`config.mk`:
```
export PLATFORM = sky130hd
export DESIGN_NAME = line_raster
export DESIGN_NICKNAME = d
export VERILOG_FILES = /design/src/rtl/line_raster_pkg.sv /design/src/rtl/line_raster_ctrl.sv /design/src/rtl/line_raster_dp.sv /design/src/rtl/line_raster.sv
export SDC_FILE = /design/constraint.sdc
export NUM_CORES = 1
export LEC_CHECK = 0
export BUFFER_PORTS_ARGS = -buffer_cell sky130_fd_sc_hd__buf_2
export CAP_MARGIN = 0
export CORE_MARGIN = 2
export CORE_UTILIZATION = 50
export CTS_CLUSTER_DIAMETER = 120
export DETAILED_ROUTE_END_ITERATION = 8
export PLACE_DENSITY = 0.75
export SLEW_MARGIN = 20
export SYNTH_ARGS = -nofsm -noshare
export SYNTH_HDL_FRONTEND = slang
export SYNTH_SLANG_ARGS = --single-unit
```
`constraint.sdc`:
```
create_clock -name clk -period 4.3 [get_ports clk]
set_clock_uncertainty 0.1 [all_clocks]
set_input_delay 1.29 -clock clk [delete_from_list [all_inputs] [get_ports clk]]
set_output_delay 1.29 -clock clk [all_outputs]
set_load 0.005 [all_outputs]
```
`src/rtl/line_raster_pkg.sv`:
```
package line_raster_pkg;

    typedef enum logic [1:0] {
        S_IDLE   = 2'd0,
        S_DRAW   = 2'd1,
        S_FINISH = 2'd2
    } lr_state_t;

endpackage

```
`src/rtl/line_raster_ctrl.sv`:
```
module line_raster_ctrl
    import line_raster_pkg::*;
(
    input  logic clk,
    input  logic rst,
    input  logic start,
    input  logic at_end,
    output logic load,
    output logic step,
    output logic pix_valid,
    output logic busy,
    output logic done
);

    lr_state_t state_q;
    lr_state_t state_d;

    // state register
    always_ff @(posedge clk) begin
        if (rst) begin
            state_q <= S_IDLE;
        end else begin
            state_q <= state_d;
        end
    end

    // transitions: launch, step, finish, retire
    always_comb begin
        state_d = state_q;
        unique case (state_q)
            S_IDLE:   if (start)  state_d = S_DRAW;
            S_DRAW:   if (at_end) state_d = S_FINISH;
            S_FINISH: state_d = S_IDLE;
            default:  state_d = S_IDLE;
        endcase
    end

    // outputs
    always_comb begin
        load      = 1'b0;
        step      = 1'b0;
        pix_valid = 1'b0;
        busy      = 1'b0;
        done      = 1'b0;
        unique case (state_q)
            S_IDLE: begin
                load = start;
            end
            S_DRAW: begin
                step      = ~at_end;
                pix_valid = 1'b1;
                busy      = 1'b1;
            end
            S_FINISH: begin
                busy = 1'b1;
                done = 1'b1;
            end
            default: begin
                load = 1'b0;
            end
        endcase
    end

endmodule

```
`src/rtl/line_raster_dp.sv`:
```
module line_raster_dp #(
    parameter int CW = 8
) (
    input  logic          clk,
    input  logic          load,
    input  logic          step,
    input  logic [CW-1:0] x0,
    input  logic [CW-1:0] y0,
    input  logic [CW-1:0] x1,
    input  logic [CW-1:0] y1,
    output logic [CW-1:0] pix_x,
    output logic [CW-1:0] pix_y,
    output logic          at_end
);

    localparam int EW = CW + 1;

    logic [CW-1:0]        x_q, y_q, xend_q, run_q, rise_q;
    logic signed [EW-1:0] err_q;
    logic [CW-1:0]        run_in, rise_in;
    logic signed [EW-1:0] err_sub, err_next;
    logic                 y_adv;

    assign run_in  = x1 - x0;
    assign rise_in = y1 - y0;

    always_comb begin
        err_sub  = err_q - $signed({1'b0, rise_q});
        y_adv    = err_sub[EW-1];
        err_next = y_adv ? (err_sub + $signed({1'b0, run_q})) : err_sub;
    end

    always_ff @(posedge clk) begin
        if (load) begin
            x_q    <= x0;
            y_q    <= y0;
            xend_q <= x1;
            run_q  <= run_in;
            rise_q <= rise_in;
            err_q  <= $signed({2'b00, run_in[CW-1:1]});
        end else if (step) begin
            x_q   <= x_q + 1'b1;
            y_q   <= y_adv ? (y_q + 1'b1) : y_q;
            err_q <= err_next;
        end
    end

    assign pix_x  = x_q;
    assign pix_y  = y_q;
    assign at_end = (x_q == xend_q);

endmodule

```
`src/rtl/line_raster.sv`:
```
module line_raster #(
    parameter int CW = 8
) (
    input  logic          clk,
    input  logic          rst,
    input  logic          start,
    input  logic [CW-1:0] x0,
    input  logic [CW-1:0] y0,
    input  logic [CW-1:0] x1,
    input  logic [CW-1:0] y1,
    output logic [CW-1:0] pix_x,
    output logic [CW-1:0] pix_y,
    output logic          pix_valid,
    output logic          busy,
    output logic          done
);

    logic load, step, at_end;

    line_raster_ctrl u_ctrl (
        .clk       (clk),
        .rst       (rst),
        .start     (start),
        .at_end    (at_end),
        .load      (load),
        .step      (step),
        .pix_valid (pix_valid),
        .busy      (busy),
        .done      (done)
    );

    line_raster_dp #(.CW(CW)) u_dp (
        .clk    (clk),
        .load   (load),
        .step   (step),
        .x0     (x0),
        .y0     (y0),
        .x1     (x1),
        .y1     (y1),
        .pix_x  (pix_x),
        .pix_y  (pix_y),
        .at_end (at_end)
    );

endmodule

```
# Word-level counts from Yosys, hierarchy flattened

Cells that the tools add are included.

Flip-flop bits (word level): 51
Latch bits: 0
Bits in writable memories: 0
Bits in read-only memories: 0
Input port bits: 35
Output and inout bits: 19
Word-level logic and storage cells: 42
Memories kept: 0

$add $sub $neg: 6
$mul: 0
Div/mod/pow operators: 0
Magnitude comparators: 0
Equality and inequality tests: 5
Shift operators: 0
Multiplexer cells: 16
Bitwise logic cells: 1
Reduce and logical (&&, ||, !) cells: 6

Operator list:

| cell                | number |
|---|---|
| $mux 8              | 5 |
| $add 8x1->8 const B | 2 |
| $sub 8x8->8         | 2 |
| $mux 7              | 2 |
| $add 9x9->9         | 1 |
| $mux 9              | 1 |
| $sub 9x9->9         | 1 |
| $eq 8x8->1          | 1 |
| $mux 1              | 5 |
| $mux 2              | 2 |
| $pmux 2 s2          | 1 |
| $reduce_and 2->1    | 2 |
| $reduce_bool 2->1   | 2 |
| $eq 2x1->1 const B  | 1 |
| $eq 2x2->1 const B  | 1 |
| $logic_not 2->1     | 1 |
| $ne 2x1->1 const B  | 1 |
| $ne 2x2->1 const B  | 1 |
| $reduce_or 2->1     | 1 |
| $not 1->1           | 1 |

# Logic depth before layout (Yosys ltp)

Gate-level depths: netlist of the first run.

Depth after elaboration: 5
Depth in mapped cells: 15
Depth with buffers taken out: 15

# By module

A second synthesis of the first run with hierarchy kept.

Cell total of the unflattened synthesis: 330
Area total of the unflattened synthesis: 3,522.1 um2

Modules (own cells, without submodules):

| module           | instances | cells each | area an instance (um2) | sequential area each (um2) |
|---|---|---|---|---|
| line_raster_dp   | 1         | 312        | 3,349.5                | 1,451.4 |
| line_raster_ctrl | 1         | 18         | 172.7                  | 40.0 |

# Least setup slack after synthesis of the first run

OpenSTA, ideal clock, no wires.

Kind: register to register
Start: reg u_dp.err_q[4]
End: reg u_dp.err_q[6], data pin
Data arrival time: 2,698 ps
Path slack: 1,242 ps
Stages on the path, launching flop included: 12
Clock period less this slack: 3,058 ps
Cells stage by stage: edfxtp_1 -> ha_1 -> a21o_2 -> a31oi_1 -> and2_1 -> xnor2_1 -> ha_1 -> a21oi_1 -> o21ai_0 -> xnor2_1 -> mux2_1 -> mux2_2

Word-level cells in the longest chain between the ends: 5

Ends and longest elaborated chain:

| element                | RTL line             | source |
|---|---|---|
| start, declared        | line_raster_dp.sv:19 | `logic signed [EW-1:0] err_q;` |
| start signal, assigned | line_raster_dp.sv:40 | `err_q <= $signed({2'b00, run_in[CW-1:1]});` |
| start signal, assigned | line_raster_dp.sv:44 | `err_q <= err_next;` |
| $sub 9x9->9 (*)        | line_raster_dp.sv:28 | `err_sub = err_q - $signed({1'b0, rise_q});` |
| $add 9x9->9            | line_raster_dp.sv:30 | `err_next = y_adv ? (err_sub + $signed({1'b0, run_q})) : err_sub;` |
| $mux 9 (*)             | line_raster_dp.sv:30 |  |
| $mux 7 (*)             | line_raster_dp.sv:41 | `end else if (step) begin` |
| $mux 7 (*)             | line_raster_dp.sv:34 | `if (load) begin` |

Mark *: on every way between the ends. The rest lies on a longest branch, timed or not. The select of a mux whose other input is x is not followed.
A chain may end at the register's enable or synchronous reset.

# Worst setup path in the final report of the first run

Same ends and word-level chain as after synthesis.

==> impl_metrics.csv, run 1 <==
group,metric,value,unit
clock_network,cts_resized,0,
drt,via_count,2614,
sta,tightestPinTransition,0.719,ns
layout,drive_gt1_frac,0.181,
drt,wirelength,7300,um
floorplanning,start_util,0.520,
sta,final.setup.worst_slack,0.952,ns
critical_path,cp-end-kind,"flop",
layout,area_delta_synth_final,14.0,%
clock_network,numCtsBuffers,5,
floorplanning,dieArea,7790,um^2
sta,setup_viol,0,
drt,m1WireLength,3480,um
layout,finalNetCount,479,
layout,seq_area,1490,um^2
power,internal_power,2.00,mW
synthesis,yosysWarningCount,0,
sta,slew_violations,0,
synthesis,ys_ff_latch,51,
power,powerDensity,861,nW/um^2
critical_path,cp-start-kind,"flop",
drt,ant_nets,0,
grt,gr-total-overflow,0,
clock_network,clock_sinks,51,
sta,max_slew_margin,0.519,
sta,hold_viol_final,0,
grt,track_usage,0.197,
critical_path,path_class,"reg2reg",
drt,viasPerCell,5.23,
place,place_congestion,0.856,
grt,grt_max_degree,33,
layout,antenna_cells,0,
drt,top_layer,"met4",
clock_network,root_buffer,"clkbuf_8",
synthesis,synth_enable_flop_cells,47,
flow_run,maxCapViolCount,0,
synthesis,synth_area_per_cell,10.3,um^2
grt,grt_pass1_vias,2532,
clock_network,cts_hold_buffers,0,
clock_network,cts_setup_buffers,0,
power,p_seq_frac,0.291,
clock_network,clk_latency,0.30,ns
power,comb_power_share,0.620,
floorplanning,die_w,88.3,um
sta,tns,0,ns
drt,wl_met2,3620,um
layout,multi_input_area,1890,um^2
clock_network,h-tree-depth,2,
drt,drtIter0Drc,127,
sta,timing.fmax,299,MHz
power,swShare,0.426,
clock_network,clockBufferDepth,2,
floorplanning,die_height,88.3,um
power,irDropWorstVdd,0.358,mV
drt,wl_met3,137,um
drt,drc,0,
power,power_switching,1.48,mW
drt,dr.pass1.iters,6,
place,pre_cts_slack,0.941,ns
worst_hold_path,worstHoldPathType,"reg2reg",
floorplanning,core,6830,um^2
synthesis,synth_ff_type,"edfxtp_1",
grt,grt_antenna_before_repair,0,
power,p_leak,1.77,nW
critical_path,required,4.26,ns
floorplanning,fp-row-count,30,
critical_path,arrival,3.31,ns
floorplanning,ios,54,
sta,rsz0062_at_grt,"no",
place,hpwl,5630,um
grt,grt_pass1_wl,12000,um
power,p_clk_frac,0.089,
synthesis,syn_area,3550,um^2
run_status,status,"finished, final reports clean",
synthesis,async_flop_share,0,
drt,post_drt_wl_per_cell,14.6,um
sta,fin_crit_sh,0.779,
place,numPortBuffers,53,
synthesis,ys_types,44,
clock_network,cts.reportedPaths.clkPinSlew,0.10,ns
layout,fillCellCount,609,
synthesis,ys_seq_area_frac,0.420,
critical_path,cp_max_fo,6,
clock_network,cts_tree,"built",
sta,fin_crit,3.35,ns
synthesis,syn_nets,420,
synthesis,syn_inst,344,
## per-stage QoR
| stage | cells | hold slack (ns) | cell area, um^2 | power, mW | util |
|---|---|---|---|---|---|
| 4_1_cts | 500 | 0.393 | 4050 | 3.50 | 0.592 |
| 2_1_floorplan | 344 | 0.352 | 3550 | 2.65 | - |
| 3_3_place_gp | 492 | 0.369 | 3940 | 3.10 | 0.577 |
| 3_5_place_dp | 492 | 0.379 | 3940 | 3.17 | 0.577 |
| 5_1_grt | 500 | 0.410 | 4050 | 3.83 | 0.592 |
| 6_report | 500 | 0.393 | 4050 | 3.48 | 0.592 |
## power groups by stage
stage	clock network [mW]	logic [mW]	registers, mW
floorplan	0	1.65	1.00
global route	0.336	2.45	1.04
CTS	0.312	2.17	1.02
detailed placement	0	2.14	1.03
global placement	0	2.08	1.02
finish	0.309	2.16	1.02
## final cells by class
class / count / area share
Tap cell: 96 / 0.0297
Clock inverter: 1 / 0.00185
Multi-Input combinational cell: 249 / 0.468
Sequential cell: 51 / 0.368
Timing Repair Buffer: 56 / 0.0711
Clock buffer: 7 / 0.0238
Inverter: 40 / 0.0371
## synthesized netlist by cell type (3+ instances only)
master / instances / area share
nor2b_1: 6 / 0.011
nor2_1: 19 / 0.020
a31oi_1: 3 / 0.0053
xnor2_1: 26 / 0.064
mux2i_1: 7 / 0.020
a21oi_1: 22 / 0.031
xor2_1: 16 / 0.039
and3_1: 5 / 0.0088
clkbuf_1: 3 / 0.0032
fa_1: 4 / 0.023
ha_1: 37 / 0.13
o31ai_1: 4 / 0.0085
inv_1: 40 / 0.042
o21a_1: 3 / 0.0063
nor3_1: 4 / 0.0056
nand4_1: 3 / 0.0053
nand2_1: 20 / 0.021
dfxtp_1: 4 / 0.023
a21o_1: 4 / 0.0085
nand3_1: 11 / 0.016
o21ai_0: 26 / 0.037
a211oi_1: 4 / 0.0085
edfxtp_1: 47 / 0.40
## layout by cell type, fill, tap and decap left out, types with 4 or more instances in the layout
master	n
xnor2_1	26
a21o_1	4
a21oi_1	22
edfxtp_1	47
nand3_1	11
fa_1	4
ha_1	37
mux2i_1	7
nor2b_1	6
nand2_1	20
inv_1	40
nor3_1	4
a211oi_1	4
xor2_1	16
dfxtp_1	4
clkbuf_8	7
buf_2	53
o31ai_1	4
and3_1	5
nor2_1	19
o21ai_0	26
## routing by layer
| metal | GRT usage | vias up |
|---|---|---|
| li1 | - | 1337 |
| met1 | 0.277 | 1234 |
| met4 | 0.0468 | 0 |
| met5 | 0 | - |
| met2 | 0.328 | 39 |
| met3 | 0.0233 | 4 |
## cell families after synthesis
kind of cell,share of synthesized area
multiplexers,0.0324
AO/OA/AOI/OAI,0.137
flip-flops,0.420
XOR/XNOR,0.104
adder cells (fa/ha/maj),0.153
buffers and inverters,0.0465
AND/OR/NAND/NOR,0.107
## critical path: stages, from the launching register on
cell	delay [ns]
edfxtp_1	0.38
ha_1	0.41
a21o_2	0.28
a31oi_1	0.17
and2_1	0.20
xnor2_1	0.17
ha_1	0.32
a21oi_1	0.20
o21ai_0	0.15
xnor2_1	0.16
mux2_1	0.30
mux2_2	0.26
## state kept, by name, indices dropped and copies added, names as in the netlist
register,count
u_dp.pix_x,8
u_ctrl.state_q,2
u_dp.run_q,8
u_dp.rise_q,8
u_dp.pix_y,8
u_dp.xend_q,8
u_dp.err_q,9
## worst paths after layout
check	start	endpoint	slack, ns	cells after the start
setup / recovery	u_dp.err_q[4]	u_dp.err_q[6]	0.95	11
hold reg to reg	u_dp.err_q[7]	u_dp.err_q[7]	0.39	2
setup reg to reg	u_dp.err_q[4]	u_dp.err_q[6]	0.95	11
hold / removal	u_dp.err_q[7]	u_dp.err_q[7]	0.39	2
(Power assumes the default switching activity.)
==> run 2, diff against run 1 <==
==> constraint.sdc (replaced) <==
create_clock -name clk -period 3.2 [get_ports clk]
set_clock_uncertainty 0.1 [all_clocks]
set_input_delay 0.96 -clock clk [delete_from_list [all_inputs] [get_ports clk]]
set_output_delay 0.96 -clock clk [all_outputs]
set_load 0.005 [all_outputs]
==> run 2 against run 1 <==
  * Core utilization is 1.4 points higher
  * Worst hold slack worse by 0.013 ns
  * Via count is 3.9% higher
  * Global-route usage is 1.1 points higher
  * Combinational power is 47% higher
  * Sequential cell count stayed put
  * First-iteration DRC count is 39% higher
  * Sequential power is 33% higher
  * Cell count is 1.0% higher
  * Critical path depth stayed put
  * Largest power group unchanged
  * Highest routed layer unchanged
==> impl_metrics.csv, run 2 (same netlist as run 1, synthesis figures left out) <==
group,metric,value,unit
run_status,status,"finished, final reports clean",
sta,max_slew_margin,0.492,
sta,hold_viol_final,0,
worst_hold_path,worstHoldStart,"u_dp.err_q[7]",
grt,track_usage,0.208,
critical_path,cp-start-kind,"flop",
grt,gr-total-overflow,0,
worst_hold_path,worstHoldPathType,"reg2reg",
power,powerDensity,1200,nW/um^2
clock_network,cts_hold_buffers,0,
sta,holdWs,0.380,ns
critical_path,reg2reg_to,"u_dp.err_q[6]",
grt,grt_pass1_wl,12500,um
drt,via_count,2716,
floorplanning,die_height,88.3,um
critical_path,reg2reg_depth,11,
worst_hold_path,whs_endpoint,"u_dp.err_q[7]",
sta,timing.fmax,319,MHz
place,place_inst,498,
clock_network,cts_setup_buffers,0,
layout,layout_commonest_cell,"buf_2",
critical_path,required,3.16,ns
sta,final.setup.worst_slack,0.0697,ns
sta,tightestPinTransition,0.760,ns
grt,met3_usage,0.0345,
grt,gr-max-usage-layer,"met2",
flow_run,maxCapViolCount,0,
place,pre_cts_slack,-0.0181,ns
floorplanning,fp-row-count,30,
drt,ant_nets,0,
critical_path,crit_path_max_incr_delay,0.38,ns
power,irDropWorstVdd,0.548,mV
drt,wirelength,7680,um
critical_path,path_cells,"ha_1 -> a21o_2 -> a31oi_1 -> and2_1 -> xnor2_2 -> ha_1 -> a21oi_2 -> o21ai_1 -> xnor2_1 -> mux2_1 -> mux2_2",
power,p_leak,1.81,nW
floorplanning,ios,54,
clock_network,clockBufferDepth,2,
clock_network,cts.reportedPaths.clkPinSlew,0.09,ns
clock_network,root_buffer,"clkbuf_8",
layout,largest_register,"u_dp.err_q",
critical_path,cp-end-kind,"flop",
critical_path,cp_max_fo,4,
layout,largest_reg_flops,9,
floorplanning,dieArea,7790,um^2
critical_path,arrival,3.09,ns
grt,grt_use_met2,0.344,
layout,final_cell_mix,"53 x buf_2, 47 x edfxtp_1, 40 x inv_1",
clock_network,numCtsBuffers,5,
clock_network,cts_tree,"built",
sta,fin_crit_sh,0.978,
grt,grt_pass1_vias,2694,
worst_hold_path,hold_depth,2,
place,hpwl,6030,um
layout,final_area,4140,um^2
drt,drtIter0Drc,177,
clock_network,clk_latency,0.30,ns
grt,grt_antenna_before_repair,0,
place,place_area,3990,um^2
drt,viasPerCell,5.38,
layout,antenna_cells,0,
grt,grt_max_degree,22,
sta,setup_viol,0,
drt,dr.pass1.iters,4,
layout,drive_gt1_frac,0.213,
drt,post_drt_wl_per_cell,15.2,um
power,p_total,4.99,mW
layout,stdcell_count,505,
critical_path,reg2reg_from,"u_dp.err_q[4]",
layout,area_delta_synth_final,16.6,%
drt,drc,0,
clock_network,clock_sinks,51,
place,place_congestion,0.852,
place,numPortBuffers,53,
critical_path,reg2reg_slack,0.07,ns
layout,finalNetCount,485,
grt,use_met1,0.273,
critical_path,path_common_cell,"ha_1",
floorplanning,die_w,88.3,um
critical_path,slowest_stage,"edfxtp_1",
critical_path,path_class,"reg2reg",
floorplanning,core,6830,um^2
clock_network,h-tree-depth,2,
sta,fin_crit,3.13,ns
sta,slew_violations,0,
floorplanning,start_util,0.520,
run 2: changes by cell type in the layout (fill, tap and decap cells not counted), sizes merged:
cell      previous run  this run
buf                 56        62
clkbuf               7         6
bufinv               0         1
clkinvlp             1         0
run 2: metrics by stage:
stage | utilization | TNS [ns]
floorplan | - | 0
global placement | 0.584 | 0
detailed placement | 0.584 | -0.0181
CTS | 0.600 | 0
global route | 0.606 | -0.0673
finish | 0.606 | 0
run 2: worst max-delay path: cells and delay by family (launching register included):
kind | cells | cell delay [ns]
AO/OA/AOI/OAI | 4 | 0.75
adder cells (fa/ha/maj) | 2 | 0.63
multiplexers | 2 | 0.54
flip-flops | 1 | 0.38
XOR/XNOR | 2 | 0.27
AND/OR/NAND/NOR | 1 | 0.22
run 2: repair_timing:
item                                    4_1_cts  5_1_grt
pin swaps                                     3        4
gates resized for setup                       2       10
cloned                                        0        0
endpoints found under the setup margin        1        4
run 2: cell type report:
class	instances	area, um^2
tap	96	120
fill	627	2690
sequential	51	1490
clock buffer	6	72.6
multi-input combinational	249	1940
clock inverter	1	30.0
timing repair buffer	62	333
inverter	40	150
run 2: worst max-delay path by stage:
stage | start | slack, ns | depth (start not counted) | to
4_1_cts | u_dp.err_q[0] | 0.01 | 13 | u_dp.err_q[6]
6_report | u_dp.err_q[4] | 0.07 | 11 | u_dp.err_q[6]
3_3_place_gp | u_dp.err_q[0] | 0.11 | 11 | u_dp.err_q[6]
5_1_grt | u_dp.err_q[1] | -0.06 | 11 | u_dp.err_q[6]
2_1_floorplan | u_dp.err_q[4] | 0.14 | 11 | u_dp.err_q[6]
3_5_place_dp | u_dp.err_q[0] | -0.02 | 14 | u_dp.err_q[7]
run 2: power breakdown:
group          switching (mW)  total, mW  internal (mW)
sequential              0.199       1.36           1.16
combinational            1.70       3.18           1.48
clock                   0.214      0.444          0.230
run 2: metal layers:
metal,vias up,share of wire
met2,63,0.50
met5,-,0
li1,1351,-
met3,14,0.037
met1,1288,0.44
met4,0,0.023
